===== config.mk =====
export PLATFORM = sky130hd
export DESIGN_NAME = bbias_seq
export DESIGN_NICKNAME = d
export VERILOG_FILES = /design/src/rtl/bbias_seq_pkg.sv /design/src/rtl/bbias_step_timer.sv /design/src/rtl/bbias_seq_fsm.sv /design/src/rtl/bbias_seq.sv
export SDC_FILE = /design/constraint.sdc
export NUM_CORES = 1
export LEC_CHECK = 0
export ABC_CLOCK_PERIOD_IN_PS = 1900
export CAP_MARGIN = 20
export CORE_AREA = 8 8 52 54
export CTS_CLUSTER_DIAMETER = 30
export DETAILED_ROUTE_END_ITERATION = 10
export DIE_AREA = 0 0 60 62
export DONT_BUFFER_PORTS = 1
export SLEW_MARGIN = 0
export SYNTH_ARGS = -nofsm -noshare
export SYNTH_HDL_FRONTEND = slang
export SYNTH_HIERARCHICAL = 1
export SYNTH_SLANG_ARGS = --single-unit

===== constraint.sdc =====
create_clock -name clk -period 1.9 [get_ports clk]
set_clock_uncertainty 0.1 [all_clocks]
set_input_delay 0.38 -clock clk [delete_from_list [all_inputs] [get_ports clk]]
set_output_delay 0.38 -clock clk [all_outputs]
set_load 0.01 [all_outputs]

===== src/rtl/bbias_seq_pkg.sv =====
package bbias_seq_pkg;

   typedef enum logic [2:0] {
      ST_ACTIVE  = 3'd0,
      ST_AMP_OFF = 3'd1,
      ST_STANDBY = 3'd2,
      ST_RELEASE = 3'd3,
      ST_PULL    = 3'd4,
      ST_SETTLE  = 3'd5
   } seq_state_e;

   typedef struct packed {
      logic amp_en;
      logic clamp;
      logic pull;
      logic stable;
   } strobe_t;

   function automatic strobe_t strobes_of(seq_state_e s);
      strobe_t o;
      o = '0;
      case (s)
         ST_ACTIVE:  begin o.amp_en = 1'b1; o.stable = 1'b1; end
         ST_STANDBY: begin o.clamp  = 1'b1; o.stable = 1'b1; end
         ST_PULL:    o.pull = 1'b1;
         default:    o = '0;
      endcase
      return o;
   endfunction

endpackage


===== src/rtl/bbias_step_timer.sv =====
module bbias_step_timer #(
   parameter int GAP_CYCLES   = 1,
   parameter int WAKE_TIMEOUT = 4
) (
   input  logic clk,
   input  logic rst_n,
   input  logic restart,
   output logic gap_done,
   output logic tmo_done
);
   localparam int MAX_CNT = (GAP_CYCLES > WAKE_TIMEOUT) ? GAP_CYCLES : WAKE_TIMEOUT;
   localparam int CW      = $clog2(MAX_CNT + 1);

   logic [CW-1:0] cnt_q;

   always_ff @(posedge clk or negedge rst_n) begin
      if (!rst_n)                         cnt_q <= '0;
      else if (restart)                   cnt_q <= '0;
      else if (cnt_q != CW'(MAX_CNT - 1)) cnt_q <= cnt_q + 1'b1;
   end

   assign gap_done = (cnt_q == CW'(GAP_CYCLES - 1));
   assign tmo_done = (cnt_q == CW'(WAKE_TIMEOUT - 1));

endmodule


===== src/rtl/bbias_seq_fsm.sv =====
module bbias_seq_fsm
   import bbias_seq_pkg::*;
(
   input  logic    clk,
   input  logic    rst_n,
   input  logic    sleep_req,
   input  logic    settled_seen,
   input  logic    gap_done,
   input  logic    tmo_done,
   output logic    restart,
   output strobe_t strobes
);
   seq_state_e state_q, state_d;

   always_comb begin
      state_d = state_q;
      case (state_q)
         ST_ACTIVE:  if (sleep_req)                 state_d = ST_AMP_OFF;
         ST_AMP_OFF: if (gap_done)                  state_d = ST_STANDBY;
         ST_STANDBY: if (!sleep_req)                state_d = ST_RELEASE;
         ST_RELEASE: if (gap_done)                  state_d = ST_PULL;
         ST_PULL:    if (settled_seen || tmo_done)  state_d = ST_SETTLE;
         ST_SETTLE:  if (gap_done)                  state_d = ST_ACTIVE;
         default:                                   state_d = ST_STANDBY;
      endcase
   end

   assign restart = (state_d != state_q);

   // Strobes come straight from flops loaded with the next state's pattern.
   always_ff @(posedge clk or negedge rst_n) begin
      if (!rst_n) begin
         state_q <= ST_STANDBY;
         strobes <= strobes_of(ST_STANDBY);
      end else begin
         state_q <= state_d;
         strobes <= strobes_of(state_d);
      end
   end

endmodule


===== src/rtl/bbias_seq.sv =====
module bbias_seq
   import bbias_seq_pkg::*;
#(
   parameter int GAP_CYCLES   = 1,
   parameter int WAKE_TIMEOUT = 4,
   parameter int SYNC_STAGES  = 0
) (
   input  logic clk,
   input  logic rst_n,
   input  logic sleep_req,
   input  logic body_at_gnd,
   output logic amp_en_o,
   output logic rbb_clamp_o,
   output logic body_pull_o,
   output logic stable_o
);
   if (GAP_CYCLES < 1) begin : g_bad_gap
      $error("GAP_CYCLES must be at least 1");
   end
   if (WAKE_TIMEOUT < 1) begin : g_bad_tmo
      $error("WAKE_TIMEOUT must be at least 1");
   end
   if (SYNC_STAGES < 0) begin : g_bad_sync
      $error("SYNC_STAGES must not be negative");
   end

   logic    settled_seen;
   logic    gap_done, tmo_done, restart;
   strobe_t strobes;

   if (SYNC_STAGES == 0) begin : g_direct
      assign settled_seen = body_at_gnd;
   end else begin : g_sync
      logic [SYNC_STAGES-1:0] sync_q;
      always_ff @(posedge clk or negedge rst_n) begin
         if (!rst_n) sync_q <= '0;
         else        sync_q <= {sync_q, body_at_gnd} >> 0;
      end
      assign settled_seen = sync_q[SYNC_STAGES-1];
   end

   bbias_step_timer #(
      .GAP_CYCLES  (GAP_CYCLES),
      .WAKE_TIMEOUT(WAKE_TIMEOUT)
   ) u_timer (
      .clk     (clk),
      .rst_n   (rst_n),
      .restart (restart),
      .gap_done(gap_done),
      .tmo_done(tmo_done)
   );

   bbias_seq_fsm u_fsm (
      .clk         (clk),
      .rst_n       (rst_n),
      .sleep_req   (sleep_req),
      .settled_seen(settled_seen),
      .gap_done    (gap_done),
      .tmo_done    (tmo_done),
      .restart     (restart),
      .strobes     (strobes)
   );

   assign amp_en_o    = strobes.amp_en;
   assign rbb_clamp_o = strobes.clamp;
   assign body_pull_o = strobes.pull;
   assign stable_o    = strobes.stable;

endmodule


==> results.ini, run 1 <==
[cells_and_area]
finalInstanceArea_um2=584
instances_no_fill=81
drive_above_1_share_pct=22.2
syn2layout_area_growth_pct=6.14
fill_cells=202
antenna_cells=0
num-nets-final=62

[synthesis]
yosysTopAreaCellShare_pct=31.8
syn_area_um2=551
syn_nets=59
avgSynthCellArea_um2=10.6
synth_area_leader_cell=dfrtp_1
yosysWarnings=6
synth_cells=52
ys_ff_latch=10
synth.area.top_cells=dfrtp_1, dfstp_2, ha_1
synth_cell_types=27
ys_seq_area_share_pct=46.1

[global_route]
use_met3_pct=3.70
overflow=0
grtUsageMet2_pct=8.46
grt_pass1_wl_um=1410
grt_pass1_vias=338
use_met1_pct=5.46
busiest_layer=met2
antenna_found_initial=0
grt_max_degree=13
grt_usage_pct=5.48

[detailed_routing]
viasPerCell=4.56
num_vias=369
remaining_drc_errors=0
wl_um=904
drt-initial-drc-count=5
drtAntennaViolNets=0
drt-pass1-iter-count=4
routedWlPerCell_um=11.2

[critical_path]
critPathRequiredTime_ns=1.96
path_cells=ha_1, ha_1, nor2_2, a2bb2oi_2, nand3_1, a211oi_1
worstPathMaxFanout=5
crit_buf_inv=0
rrSetupSlack_ns=0.19
end_kind=flip-flop
crit_path_max_incr_delay_ns=0.40
worstPathArrival_ns=1.78
crit_family=adder cells
cp-start-kind=flip-flop
cp_slowest_cell=dfrtp_1
worstSetupPathType=flip-flop to flip-flop
critPathMostFrequentCell=ha_1

[sta]
worstMarginPinSlew_ns=0.428
max_freq_mhz=584
slew_violations=0
setup_tns_ns=0
setup_viol_count_final=0
holdWs_ns=0.231
period_share_pct=90.2
hold_viol_final=0
relSlewSlack_pct=71.4
rsz0062_at_grt=no
finalCriticalPeriod_ns=1.71

[cts]
clk_pin_slew_worst_paths_ns=0.06
clk_latency_ns=0.26
cts_made_buffers=3
cts.root.buffer_cell=clkbuf_4
cts_tree=done
cts_sinks=10
cts-htree-levels=1
clockBufferDepth=2

[power_and_ir_drop]
ir_drop_mv=0.442
p_leak_nw=0.248
power_frac_comb_pct=36.0
power.internal_uw=562
total_power_uw=938
sequentialPowerShare_pct=48.9
power.density_nw_per_um2=1600
clkPwrFrac_pct=15.1
swShare_pct=40.1
p_switching_uw=376

[placement]
gp_congestion=0.750
dpl_cell_area_um2=542
placedCellCount=76
dp_hpwl_um=706
numPortBuffers=0

[die]
dieArea_um2=3720
rows=16
die_w_um=60
core_um2=1900
die_y_um=62
ios=8
start_util_pct=28.9

[min_path]
hold_class=input pin to flip-flop

[status]
outcome=finished, final reports clean

[run]
cap_violations=0

registers in the layout (all words and copies together), names as in the netlist:
name	flops
u_fsm/strobes	4
u_fsm/state_q	3
u_timer/cnt_q	3
stage by stage:
step,setup WS (ns),util (%)
4_1_cts,0.105,30.4
5_1_grt,0.0220,30.7
3_5_place_dp,0.128,28.5
2_1_floorplan,0.303,-
3_3_place_gp,0.166,28.5
6_report,0.186,30.7
path summary, 6_finish.rpt:
| check | from | to | depth (start not counted) |
|---|---|---|---|
| max | u_timer/cnt_q[0] | u_timer/cnt_q[2] | 6 |
| min | sleep_req | u_fsm/strobes[0] | 3 |
| max reg2reg | u_timer/cnt_q[0] | u_timer/cnt_q[2] | 6 |
| min reg2reg | u_timer/cnt_q[2] | u_timer/cnt_q[2] | 2 |
| max in group asynchronous | rst_n | u_fsm/strobes[0] | 1 |
| min in group asynchronous | rst_n | u_timer/cnt_q[1] | 1 |
worst reg2reg max path, delay by kind of cell (launching register included):
kind | cells | cell delay (ns)
compound gates | 2 | 0.33
simple gates | 2 | 0.32
fa+ha+maj | 2 | 0.47
flops | 1 | 0.40
synthesized netlist by cell type:
cell type	n
dfrtp_1	7
nor2_1	5
inv_1	4
dfstp_2	3
ha_1	3
o21ai_1	3
buf_6	2
nand2_1	2
nor2_2	2
nor2b_1	2
o31ai_1	2
xor2_1	2
a211oi_1	1
a21oi_1	1
a2bb2oi_1	1
a31oi_1	1
a32oi_1	1
and3_1	1
buf_12	1
mux2i_1	1
nand2_2	1
nand2b_1	1
nand3_1	1
nand4b_1	1
nor2b_2	1
nor3_2	1
o21ai_0	1
routing by layer:
metal	up-vias	share of wire, %
met5	-	0
met4	0	2.1
met3	2	5.5
met2	15	46
met1	172	46
li1	180	-
kinds of logic after synthesis:
kind of cell	share of synthesized area, %
xor+xnor	3.18
simple gates	18.6
buf+inv	10.5
fa+ha+maj	6.82
flops	46.1
compound gates	13.0
mux	1.82
cell usage in the layout, fill, tap and decap left out, types with 2 or more instances in the layout:
master	instances
dfstp_2	3
nor2b_1	2
inv_1	4
nor2_1	5
ha_1	3
xor2_1	2
o31ai_1	2
dfrtp_1	7
clkbuf_4	3
o21ai_1	3
nand2_1	2
nor2_2	2
power groups by stage:
| stage | Clock, mW | Combinational (mW) | Sequential (mW) |
|---|---|---|---|
| after floorplan | 0 | 0.405 | 0.388 |
| after global placement | 0 | 0.317 | 0.455 |
| after detailed placement | 0 | 0.330 | 0.464 |
| after CTS | 0.149 | 0.338 | 0.460 |
| after global routing | 0.171 | 0.391 | 0.473 |
| final | 0.142 | 0.338 | 0.458 |
what timing repair did:
action	in CTS	in global routing
setup buffers	0	0
gates resized for setup	0	1
endpoints found under the hold margin	10	0
endpoints found under the setup margin	0	1
hold buffers	1	0
layout make-up:
class	instances	area (um^2)	area share, %
sequential	10	254	43.5
multi-input combinational	35	245	42.0
tap	27	33.8	5.78
clock buffer	4	26.3	4.50
inverter	4	15.0	2.57
timing repair buffer	1	10.0	1.71
Note: power is estimated with default switching activity, not from simulation.
==> run 2, diff against run 1 <==
- CORE_AREA: 8 8 52 54 -> 8 8 45 47
- DIE_AREA: 0 0 60 62 -> 0 0 53 55
- GPL_TIMING_DRIVEN: not set -> 0
- PLACE_DENSITY: not set -> 0.67
==> run 2 against run 1 <==
Compared with the run above:
- power is 14% higher
- sequential power is 14% lower
- utilization is 14 points higher
- first-iteration DRC count is 120% higher
- critical path depth stayed put
- global-route usage is 2.0 points higher
- sequential share of layout area is 2.3 points lower
- die area is 22% lower
- highest routed layer is now met3
- maximum frequency is 4.5% lower
==> results.ini, run 2 (synthesized netlist as in run 1, its figures left out) <==
[status]
outcome=finished, final reports clean

[power_and_ir_drop]
p_leak_nw=0.275
power.density_nw_per_um2=1730
ir_drop_mv=0.770
total_power_mw=1.07

[placement]
dpl_cell_area_um2=571
placedCellCount=68
dp_hpwl_um=724
gp_congestion=0.736
numPortBuffers=0
place_ws_ns=0.121

[detailed_routing]
viasPerCell=5.16
drt-initial-drc-count=11
drt-pass1-iter-count=5
wl_um=957
remaining_drc_errors=0
routedWlPerCell_um=13.1
num_vias=377
drtAntennaViolNets=0

[critical_path]
cp-start-kind=flip-flop
worstSetupPathType=flip-flop to flip-flop
cp.depth=6
end_kind=flip-flop
worstPathArrival_ns=1.87
path_cells=ha_1, ha_1, nor2_2, a2bb2oi_1, nand3_1, a211oi_1
crit_buf_inv=0
critPathRequiredTime_ns=1.98
cp_slowest_cell=dfrtp_1
worstPathMaxFanout=5
critPathMostFrequentCell=ha_1
worst-r2r-cell-count=6
crit_path_max_incr_delay_ns=0.41
rrSetupSlack_ns=0.11
crit_family=adder cells

[sta]
max_freq_mhz=557
setup_viol_count_final=0
worstMarginPinSlew_ns=0.441
period_share_pct=94.5
relSlewSlack_pct=70.5
setup_tns_ns=0
slew_violations=0
holdWs_ns=0.207
finalCriticalPeriod_ns=1.79
worst_slack_ns=0.105
rsz0062_at_grt=no
hold_viol_final=0

[min_path]
hold_class=input pin to flip-flop
hold_depth=3

[die]
die_w_um=53
dieArea_um2=2920
rows=14
start_util_pct=39.8
core_um2=1380
die_y_um=55
ios=8

[global_route]
grt_pass1_wl_um=1580
overflow=0
grt_pass1_vias=376
grt_usage_pct=7.48
antenna_found_initial=0
grt_max_degree=11

[cells_and_area]
post-route-util_pct=44.6
mostFrequentLayoutCells=dfrtp_1, nor2_1, inv_1
top_register=u_fsm/strobes
finalInstanceArea_um2=617
drive_above_1_share_pct=26.3
largest_register_ffs=4
final_common_cell=dfrtp_1
syn2layout_area_growth_pct=12.0
instances_no_fill=73
antenna_cells=0
reg_top3=u_fsm/strobes x4, u_fsm/state_q x3, u_timer/cnt_q x3
num-nets-final=65

[cts]
cts_sinks=10
clk_pin_slew_worst_paths_ns=0.07
clk_latency_ns=0.27
cts_tree=done
clockBufferDepth=2
cts-htree-levels=1
cts_made_buffers=3
ctsResizeCount=0
cts.root.buffer_cell=clkbuf_4

[run]
cap_violations=0

==> run 2: layer usage <==
layer  global-route usage [%]  routed length [um]  vias up
met3                     5.88                 127        0
met1                     7.60                 368      179
met5                        0                   0        -
met2                     11.5                 461       12
met4                     2.59                   0        0
li1                         -                   -      186
==> run 2: final cells by class <==
| type | instances | area, um^2 |
|---|---|---|
| sequential | 10 | 254 |
| fill | 135 | 767 |
| buffer | 3 | 42.5 |
| tap | 16 | 20.0 |
| multi-input combinational | 35 | 239 |
| inverter | 4 | 15.0 |
| timing repair buffer | 1 | 10.0 |
| clock buffer | 4 | 36.3 |
==> run 2: timing repair <==
action | in CTS | in global routing
setup buffers | 0 | 0
hold endpoints to repair | 10 | 0
hold buffers | 1 | 0
==> run 2: worst min-delay path, cell delays in order <==
cell and delay (ns):
nor3_2 0.02, a21oi_1 0.11, o21ai_1 0.06
==> run 2: path summary, 6_finish.rpt <==
| kind | from | end |
|---|---|---|
| min reg2reg | u_timer/cnt_q[2] | u_timer/cnt_q[2] |
| max | u_timer/cnt_q[0] | u_timer/cnt_q[2] |
| min in group asynchronous | rst_n | u_fsm/strobes[3] |
| max in group asynchronous | rst_n | u_fsm/strobes[2] |
| min | sleep_req | u_fsm/strobes[0] |
| max reg2reg | u_timer/cnt_q[0] | u_timer/cnt_q[2] |
==> run 2: report_power, final <==
part	switching, mW	internal (mW)	total (mW)
sequential	0.0674	0.327	0.394
clock	0.0730	0.116	0.189
combinational	0.261	0.225	0.486
